`src/rtl/uart_fe_pkg.sv`:
```
package uart_fe_pkg;
  typedef enum logic [1:0] {
    REG_SETUP = 2'd0,
    REG_FSTAT = 2'd1,
    REG_RXDAT = 2'd2,
    REG_TXDAT = 2'd3
  } reg_addr_e;

  localparam int SETUP_W      = 31;
  localparam int SETUP_NOFLOW = 30;
  // receive word
  localparam int RX_EMPTY_B = 8;
  localparam int RX_BRK_B   = 9;
  localparam int RX_FRM_B   = 10;
  localparam int RX_PAR_B   = 11;
  localparam int RX_ERR_B   = 12;
  // transmit word
  localparam int TX_BUSY_B  = 8;
  localparam int TX_BRK_B   = 9;
  localparam int TX_LINE_B  = 10;
  localparam int TX_ERR_B   = 11;
  localparam int TX_NFULL_B = 12;
  localparam int TX_HALF_B  = 13;
  localparam int TX_RTS_B   = 14;
  localparam int FILL_W     = 10;
endpackage

```
`src/rtl/fe_fifo.sv`:
```
module fe_fifo #(
  parameter int W  = 8,
  parameter int LG = 4
) (
  input  logic          clk_i,
  input  logic          rst_ni,
  input  logic          clr_i,
  input  logic          push_i,
  input  logic          pop_i,
  input  logic [W-1:0]  data_i,
  output logic [W-1:0]  data_o,
  output logic [LG:0]   count_o,
  output logic          full_o,
  output logic          empty_o
);
  localparam int DEPTH = 1 << LG;

  logic [W-1:0]  mem_q [DEPTH];
  logic [LG-1:0] wr_q, rd_q;
  logic [LG:0]   cnt_q;
  logic          do_push, do_pop;

  assign full_o  = (cnt_q == (LG+1)'(DEPTH));
  assign empty_o = (cnt_q == '0);
  assign do_push = push_i && !full_o && !clr_i;
  assign do_pop  = pop_i && !empty_o && !clr_i;
  assign data_o  = mem_q[rd_q];
  assign count_o = cnt_q;

  always_ff @(posedge clk_i) begin
    if (do_push) mem_q[wr_q] <= data_i;
  end

  always_ff @(posedge clk_i or negedge rst_ni) begin
    if (!rst_ni) begin
      wr_q  <= '0;
      rd_q  <= '0;
      cnt_q <= '0;
    end else if (clr_i) begin
      wr_q  <= '0;
      rd_q  <= '0;
      cnt_q <= '0;
    end else begin
      if (do_push) wr_q <= wr_q + 1'b1;
      if (do_pop)  rd_q <= rd_q + 1'b1;
      cnt_q <= cnt_q + (LG+1)'(do_push) - (LG+1)'(do_pop);
    end
  end


  count_bound_chk: assert property (@(posedge clk_i) disable iff (!rst_ni)
    count_o <= (LG+1)'(DEPTH));

  count_up_chk: assert property (@(posedge clk_i) disable iff (!rst_ni)
    (push_i && !pop_i && !full_o && !clr_i) |=> (count_o == $past(count_o) + 1'b1));

  clear_empty_chk: assert property (@(posedge clk_i) disable iff (!rst_ni)
    clr_i |=> empty_o);
endmodule

```
`src/rtl/fe_bus_stage.sv`:
```
module fe_bus_stage (
  input  logic        clk_i,
  input  logic        rst_ni,
  input  logic        cyc_i,
  input  logic        stb_i,
  input  logic        we_i,
  input  logic [1:0]  addr_i,
  input  logic [31:0] wdata_i,
  output logic        act_o,
  output logic        act_we_o,
  output logic [1:0]  act_addr_o,
  output logic [31:0] act_wdata_o,
  output logic        ack_o
);
  logic req;

  // one access in flight; a held strobe during ack is not a new request
  assign req = cyc_i && stb_i && !act_o && !ack_o;

  always_ff @(posedge clk_i or negedge rst_ni) begin
    if (!rst_ni) begin
      act_o       <= 1'b0;
      act_we_o    <= 1'b0;
      act_addr_o  <= '0;
      act_wdata_o <= '0;
      ack_o       <= 1'b0;
    end else begin
      act_o <= req;
      ack_o <= act_o;
      if (req) begin
        act_we_o    <= we_i;
        act_addr_o  <= addr_i;
        act_wdata_o <= wdata_i;
      end
    end
  end


  ack_pulse_chk: assert property (@(posedge clk_i) disable iff (!rst_ni)
    ack_o |=> !ack_o);

  ack_req_chk: assert property (@(posedge clk_i) disable iff (!rst_ni)
    ack_o |-> $past(cyc_i && stb_i));
endmodule

```
`src/rtl/uart_bus_frontend.sv`:
```
module uart_bus_frontend
  import uart_fe_pkg::*;
#(
  parameter int              LG         = 4,
  parameter logic [30:0]     INIT_SETUP = 31'd868
) (
  input  logic        clk_i,
  input  logic        rst_ni,
  input  logic        cyc_i,
  input  logic        stb_i,
  input  logic        we_i,
  input  logic [1:0]  addr_i,
  input  logic [31:0] wdata_i,
  output logic        ack_o,
  output logic [31:0] rdata_o,
  output logic [30:0] setup_o,
  input  logic        rx_valid_i,
  input  logic [7:0]  rx_byte_i,
  input  logic        rx_brk_i,
  input  logic        rx_frame_err_i,
  input  logic        rx_par_err_i,
  output logic        rx_reset_o,
  output logic        cts_o,
  output logic        tx_valid_o,
  output logic [7:0]  tx_byte_o,
  input  logic        tx_busy_i,
  input  logic        tx_line_i,
  output logic        tx_break_o,
  input  logic        rts_i,
  output logic        rx_int_o,
  output logic        tx_int_o,
  output logic        rxfifo_int_o,
  output logic        txfifo_int_o
);
  localparam int DEPTH = 1 << LG;
  localparam int HALF  = DEPTH / 2;
  localparam int RXW   = 11;

  logic        act, act_we;
  logic [1:0]  act_addr;
  logic [31:0] act_wdata;

  fe_bus_stage u_stage (
    .clk_i, .rst_ni, .cyc_i, .stb_i, .we_i, .addr_i, .wdata_i,
    .act_o(act), .act_we_o(act_we), .act_addr_o(act_addr),
    .act_wdata_o(act_wdata), .ack_o
  );

  logic [30:0] setup_q;
  logic        rx_err_q, tx_err_q, brk_q;

  // receive side
  logic [RXW-1:0] rx_head;
  logic [LG:0]    rx_count;
  logic           rx_full, rx_empty, rx_clr, rx_rd, rx_push;

  assign rx_clr  = act && act_we && (act_addr == REG_RXDAT) && act_wdata[RX_ERR_B];
  assign rx_rd   = act && !act_we && (act_addr == REG_RXDAT);
  assign rx_push = rx_valid_i && !rx_full && !rx_clr;

  fe_fifo #(.W(RXW), .LG(LG)) u_rx_fifo (
    .clk_i, .rst_ni, .clr_i(rx_clr), .push_i(rx_push), .pop_i(rx_rd),
    .data_i({rx_par_err_i, rx_frame_err_i, rx_brk_i, rx_byte_i}),
    .data_o(rx_head), .count_o(rx_count), .full_o(rx_full), .empty_o(rx_empty)
  );

  // transmit side
  logic [7:0]  tx_head;
  logic [LG:0] tx_count, tx_free;
  logic        tx_full, tx_empty, tx_wr, tx_clr, brk_set, brk_end;
  logic        tx_push_req, tx_pop;

  assign tx_wr       = act && act_we && (act_addr == REG_TXDAT);
  assign tx_clr      = tx_wr && act_wdata[TX_ERR_B];
  assign brk_set     = tx_wr && !act_wdata[TX_ERR_B] && act_wdata[TX_BRK_B];
  assign brk_end     = tx_wr && !act_wdata[TX_ERR_B] && !act_wdata[TX_BRK_B] && brk_q;
  assign tx_push_req = tx_wr && !act_wdata[TX_ERR_B] && !act_wdata[TX_BRK_B] && !brk_q;
  assign tx_valid_o  = !tx_empty && !brk_q && (setup_q[SETUP_NOFLOW] || rts_i);
  assign tx_pop      = tx_valid_o && !tx_busy_i;
  assign tx_byte_o   = tx_head;
  assign tx_free     = (LG+1)'(DEPTH) - tx_count;

  fe_fifo #(.W(8), .LG(LG)) u_tx_fifo (
    .clk_i, .rst_ni, .clr_i(tx_clr), .push_i(tx_push_req), .pop_i(tx_pop),
    .data_i(act_wdata[7:0]), .data_o(tx_head), .count_o(tx_count),
    .full_o(tx_full), .empty_o(tx_empty)
  );

  // control state
  always_ff @(posedge clk_i or negedge rst_ni) begin
    if (!rst_ni) begin
      setup_q  <= INIT_SETUP;
      rx_err_q <= 1'b0;
      tx_err_q <= 1'b0;
      brk_q    <= 1'b0;
    end else begin
      if (act && act_we && (act_addr == REG_SETUP)) setup_q <= act_wdata[30:0];
      if (rx_clr)                     rx_err_q <= 1'b0;
      else if (rx_valid_i && rx_full) rx_err_q <= 1'b1;
      if (tx_clr)                      tx_err_q <= 1'b0;
      else if (tx_push_req && tx_full) tx_err_q <= 1'b1;
      if (brk_set)      brk_q <= 1'b1;
      else if (brk_end) brk_q <= 1'b0;
    end
  end

  // status words
  logic        rx_half, tx_free_half, tx_half;
  logic [15:0] rx_stat, tx_stat;
  logic [31:0] rd_mux;

  assign rx_half      = rx_count >= (LG+1)'(HALF);
  assign tx_free_half = tx_free  >= (LG+1)'(HALF);
  assign tx_half      = tx_count >= (LG+1)'(HALF);
  assign rx_stat = {4'(LG), FILL_W'(rx_count), rx_half, !rx_empty};
  assign tx_stat = {4'(LG), FILL_W'(tx_free), tx_free_half, !tx_full};

  always_comb begin
    rd_mux = '0;
    unique case (act_addr)
      REG_SETUP: rd_mux = {1'b0, setup_q};
      REG_FSTAT: rd_mux = {rx_stat, tx_stat};
      REG_RXDAT: begin
        rd_mux[RX_ERR_B]   = rx_err_q;
        rd_mux[RX_EMPTY_B] = rx_empty;
        if (!rx_empty) begin
          rd_mux[7:0]      = rx_head[7:0];
          rd_mux[RX_BRK_B] = rx_head[8];
          rd_mux[RX_FRM_B] = rx_head[9];
          rd_mux[RX_PAR_B] = rx_head[10];
        end
      end
      REG_TXDAT: begin
        rd_mux[TX_BUSY_B]  = !tx_empty || tx_busy_i;
        rd_mux[TX_BRK_B]   = brk_q;
        rd_mux[TX_LINE_B]  = tx_line_i;
        rd_mux[TX_ERR_B]   = tx_err_q;
        rd_mux[TX_NFULL_B] = !tx_full;
        rd_mux[TX_HALF_B]  = tx_half;
        rd_mux[TX_RTS_B]   = rts_i;
      end
      default: rd_mux = '0;
    endcase
  end

  always_ff @(posedge clk_i or negedge rst_ni) begin
    if (!rst_ni)              rdata_o <= '0;
    else if (act && !act_we)  rdata_o <= rd_mux;
  end

  assign setup_o      = setup_q;
  assign tx_break_o   = brk_q;
  assign rx_reset_o   = rx_clr;
  assign cts_o        = !rx_full;
  assign rx_int_o     = !rx_empty;
  assign tx_int_o     = !tx_full;
  assign rxfifo_int_o = rx_half;
  assign txfifo_int_o = tx_free_half;

  logic unused_bits;
  assign unused_bits = ^{act_wdata[31], act_wdata[10], act_wdata[8]};


  rx_ovf_chk: assert property (@(posedge clk_i) disable iff (!rst_ni)
    (rx_valid_i && !cts_o && !rx_clr) |=> rx_err_q);

  brk_hold_chk: assert property (@(posedge clk_i) disable iff (!rst_ni)
    tx_break_o |-> !tx_valid_o);

  tx_ovf_chk: assert property (@(posedge clk_i) disable iff (!rst_ni)
    (tx_push_req && tx_full && !tx_clr) |=> tx_err_q);

  tx_flow_chk: assert property (@(posedge clk_i) disable iff (!rst_ni)
    (tx_valid_o && !setup_o[SETUP_NOFLOW]) |-> rts_i);
endmodule

```
`config.mk`:
```
export PLATFORM = sky130hd
export DESIGN_NAME = uart_bus_frontend
export DESIGN_NICKNAME = d
export VERILOG_FILES = /design/src/rtl/uart_fe_pkg.sv /design/src/rtl/fe_fifo.sv /design/src/rtl/fe_bus_stage.sv /design/src/rtl/uart_bus_frontend.sv
export SDC_FILE = /design/constraint.sdc
export NUM_CORES = 1
export LEC_CHECK = 0
export ABC_CLOCK_PERIOD_IN_PS = 5990
export CAP_MARGIN = 20
export CORE_UTILIZATION = 56
export CTS_CLUSTER_SIZE = 8
export DETAILED_ROUTE_END_ITERATION = 7
export GPL_ROUTABILITY_DRIVEN = 0
export MAX_ROUTING_LAYER = met4
export PLACE_DENSITY = 0.74
export SYNTH_ARGS = -nofsm -noshare
export SYNTH_HDL_FRONTEND = slang
export SYNTH_HIERARCHICAL = 1
export SYNTH_SLANG_ARGS = --single-unit
```
`constraint.sdc`:
```
create_clock -name clk_i -period 5.99 [get_ports clk_i]
set_input_delay 1.797 -clock clk_i [delete_from_list [all_inputs] [get_ports clk_i]]
set_output_delay 1.797 -clock clk_i [all_outputs]
set_load 0.05 [all_outputs]
```
==> metrics.md <==
| Metric | Value |
|---|---|
| Global-route wire length before repair | `58,210 µm` |
| Syn avg cell area | `17.67 µm²` |
| Worst path depth | `5` |
| Register area | `12,320 µm²` |
| CP endpoint kind | `primary output` |
| Fill count | `2,082` |
| Highest metal used | `met4` |
| Vias | `9,585` |
| Via-per-instance ratio | `5.939` |
| Area taken by multi-input logic gates | `5039 µm²` |
| Cells after Synth | `1,013` |
| Hold Fails Final Rpt | `0` |
| # diodes | `0` |
| Pin count of the biggest net entering global routing | `52` |
| Overflow after GRT | `0` |
| Clock power share | `28.1%` |
| WL met2 | `18,860 µm` |
| # rows | `65` |
| Status | `finished clean` |
| PwrDens | `499.1 nW/µm²` |
| Critical Path Sink | `tx_byte_o[2]` |
| Highest-delay cell along the critical path | `dfrtp_2` |
| CP bufs+invs | `2` |
| HP Class | `reg2reg` |
| Max Cap Viol | `0` |
| Fmax | `190.8 MHz` |
| CP required | `4.19 ns` |
| Worst-Skew Late Latency | `0.58 ns` |
| Initial antenna violation count | `0` |
| Internal power contribution | `0.006918 W` |
| Global Route Usage Sum | `24.50%` |
| Final Worst Setup Slack | `0.7498 ns` |
| Clk sinks | `431` |
| R2r endpoint | `u_rx_fifo/count_o[4]` |
| Crit path arrival time | `3.44 ns` |
| Syn_nets | `1,093` |
| Tcrit/Tclk final | `87.48%` |
| Vias in the first global route | `10,020` |
| Maximum clock path buffer count | `3` |
| Number of setup buffers added after CTS | `0` |
| R2r worst-path depth | `16` |
| Drt pass-1 iters | `5` |
| Pins Over Slew Limit | `0` |
| Die width | `180.8 µm` |
| Slew HR | `27.68%` |
| Clock slew at reported path FFs | `0.05 ns` |
| WS Path Type | `reg2out` |
| DR iter-0 viols | `758` |
| RSZ-0062 raised after global routing | `false` |
| Critical Path Start Type | `flop` |
| Routed Antenna Nets | `0` |
| DP HPWL | `23,990 µm` |
| TritonCTS clock tree | `built` |
| Core Box Area | `31,470 µm²` |
| Root Buffer | `clkbuf_16` |
| Setup crit start | `u_tx_fifo/rd_q[0]` |
| CTS Buf Count | `59` |
| Reg power frac | `39.8%` |
| Clock Skew | `0.01561 ns` |
| Synth warnings | `6` |
| Hold Buf Count CTS | `0` |
| Switching Fraction | `34.50%` |
| # setup viols final | `0` |
| Worst-path cell chain | `buf_4, mux4_2, a22oi_1, nand2_1, clkdlybuf4s50_1` |
| Die Height | `180.8 µm` |
| Die area | `32,690 µm²` |
| CP max stage delay | `0.98 ns` |
| Setup_tns | `0 ns` |
| Combinational power share | `32.0%` |
| Largest delay share family, worst path | `flip-flops` |
| Layout Nets | `1,258` |
| WL per Instance | `23.27 µm` |
| DRC violations left | `0` |
| Ports | `134` |
| WL met3 | `1861 µm` |
| Post-cts sizing count | `0` |
| RR Startpoint | `u_stage/act_addr_o[0]` |
| P_sw | `0.003643 W` |
| Mapped Area | `17,900 µm²` |
| Post-Route M1 WL | `15,550 µm` |
| Worst Max-Slew Pin Slew | `1.083 ns` |
| Final hold slack | `0.4752 ns` |
| Layout cells sized above 1 | `18.15%` |
| Crit Path Max Fanout | `30` |
| Setup WS pre-CTS | `0.8900 ns` |
| Peak supply drop | `0.3104 mV` |
| Leakage power | `7.810 nW` |
| Area Growth Syn to Fin | `18.18%` |
| Port Buffers | `131` |
| FF-to-FF setup slack | `2.18 ns` |
| Crit path time final | `5.240 ns` |
| Initial core utilization | `56.89%` |
| H-tree depth | `2` |
| Final Util | `67.23%` |
| Total wire length | `37,570 µm` |
==> sequential cells by signal, indices dropped and copies added, names as in the netlist, 5 cells and up <==
| register | cells |
|---|---|
| u_rx_fifo/mem_q | 176 |
| u_tx_fifo/mem_q | 128 |
| rdata_o | 31 |
| setup_o | 31 |
| u_stage/act_wdata_o | 31 |
| u_rx_fifo/count_o | 5 |
| u_tx_fifo/count_o | 5 |
==> cell usage in the layout (no fill, tap or decap), drive strengths merged, types with 15 or more instances in the layout <==
| cell | n |
|---|---|
| a22oi | 51 |
| and2 | 19 |
| buf | 26 |
| clkbuf | 93 |
| clkdlybuf4s50 | 130 |
| dfrtp | 122 |
| edfxtp | 304 |
| ha | 24 |
| inv | 40 |
| mux2 | 66 |
| mux4 | 76 |
| nand2 | 52 |
| nand3 | 15 |
| nor2 | 42 |
| o21ai | 18 |
==> worst reg2reg max path, stage by stage, from the launching register on <==
cell,delay [ns]
dfrtp_1,0.31
buf_4,0.34
nand2b_1,0.24
nor2_1,0.07
buf_4,0.20
nor3b_1,0.49
nor2b_1,0.28
nand2_2,0.17
ha_1,0.31
inv_1,0.06
ha_1,0.18
inv_1,0.07
fa_1,0.44
nor2b_1,0.18
o21bai_1,0.11
a21oi_1,0.17
nor3b_1,0.06
==> stage by stage <==
stage / area (µm²) / power (W) / std cells
6_report: 21160 / 0.01056 / 1614
2_1_floorplan: 17900 / 0.006563 / 1013
5_1_grt: 21160 / 0.01101 / 1614
3_5_place_dp: 19500 / 0.007650 / 1518
3_3_place_gp: 19500 / 0.007555 / 1518
4_1_cts: 21150 / 0.01064 / 1613
==> how the worst min path moves through the flow <==
stage             startpoint  depth (start not counted)  slack, ns            end
5_1_grt          rdata_o[14]                          2       0.50    rdata_o[14]
6_report          rdata_o[6]                          2       0.48     rdata_o[6]
3_5_place_dp      rdata_o[6]                          2       0.47     rdata_o[6]
2_1_floorplan  u_stage/act_o                          0       0.43  u_stage/ack_o
3_3_place_gp     rdata_o[30]                          2       0.46    rdata_o[30]
4_1_cts           rdata_o[6]                          2       0.48     rdata_o[6]
==> power groups by stage <==
stage | clock [W] | combinational (W) | sequential (W)
6_report | 0.00297 | 0.00338 | 0.00421
5_1_grt | 0.00316 | 0.00358 | 0.00427
4_1_cts | 0.00303 | 0.00340 | 0.00421
3_5_place_dp | 0 | 0.00339 | 0.00426
3_3_place_gp | 0 | 0.00333 | 0.00423
2_1_floorplan | 0 | 0.00195 | 0.00462
==> metal layers <==
metal	up-vias	global-route usage [%]
li1	4260	-
met1	4950	31.48
met2	291	40.03
met3	84	3.548
met4	0	9.060
met5	-	-
==> final cells by class <==
cell class / count / share of cell area, %
clock inverter: 3 / 0.2484
inverter: 39 / 0.6919
clock buffer: 92 / 7.563
timing repair buffer: 157 / 7.096
multi-input combinational: 490 / 23.81
tap: 402 / 2.377
sequential: 431 / 58.21
No activity file was read; power rests on OpenSTA's default activity.
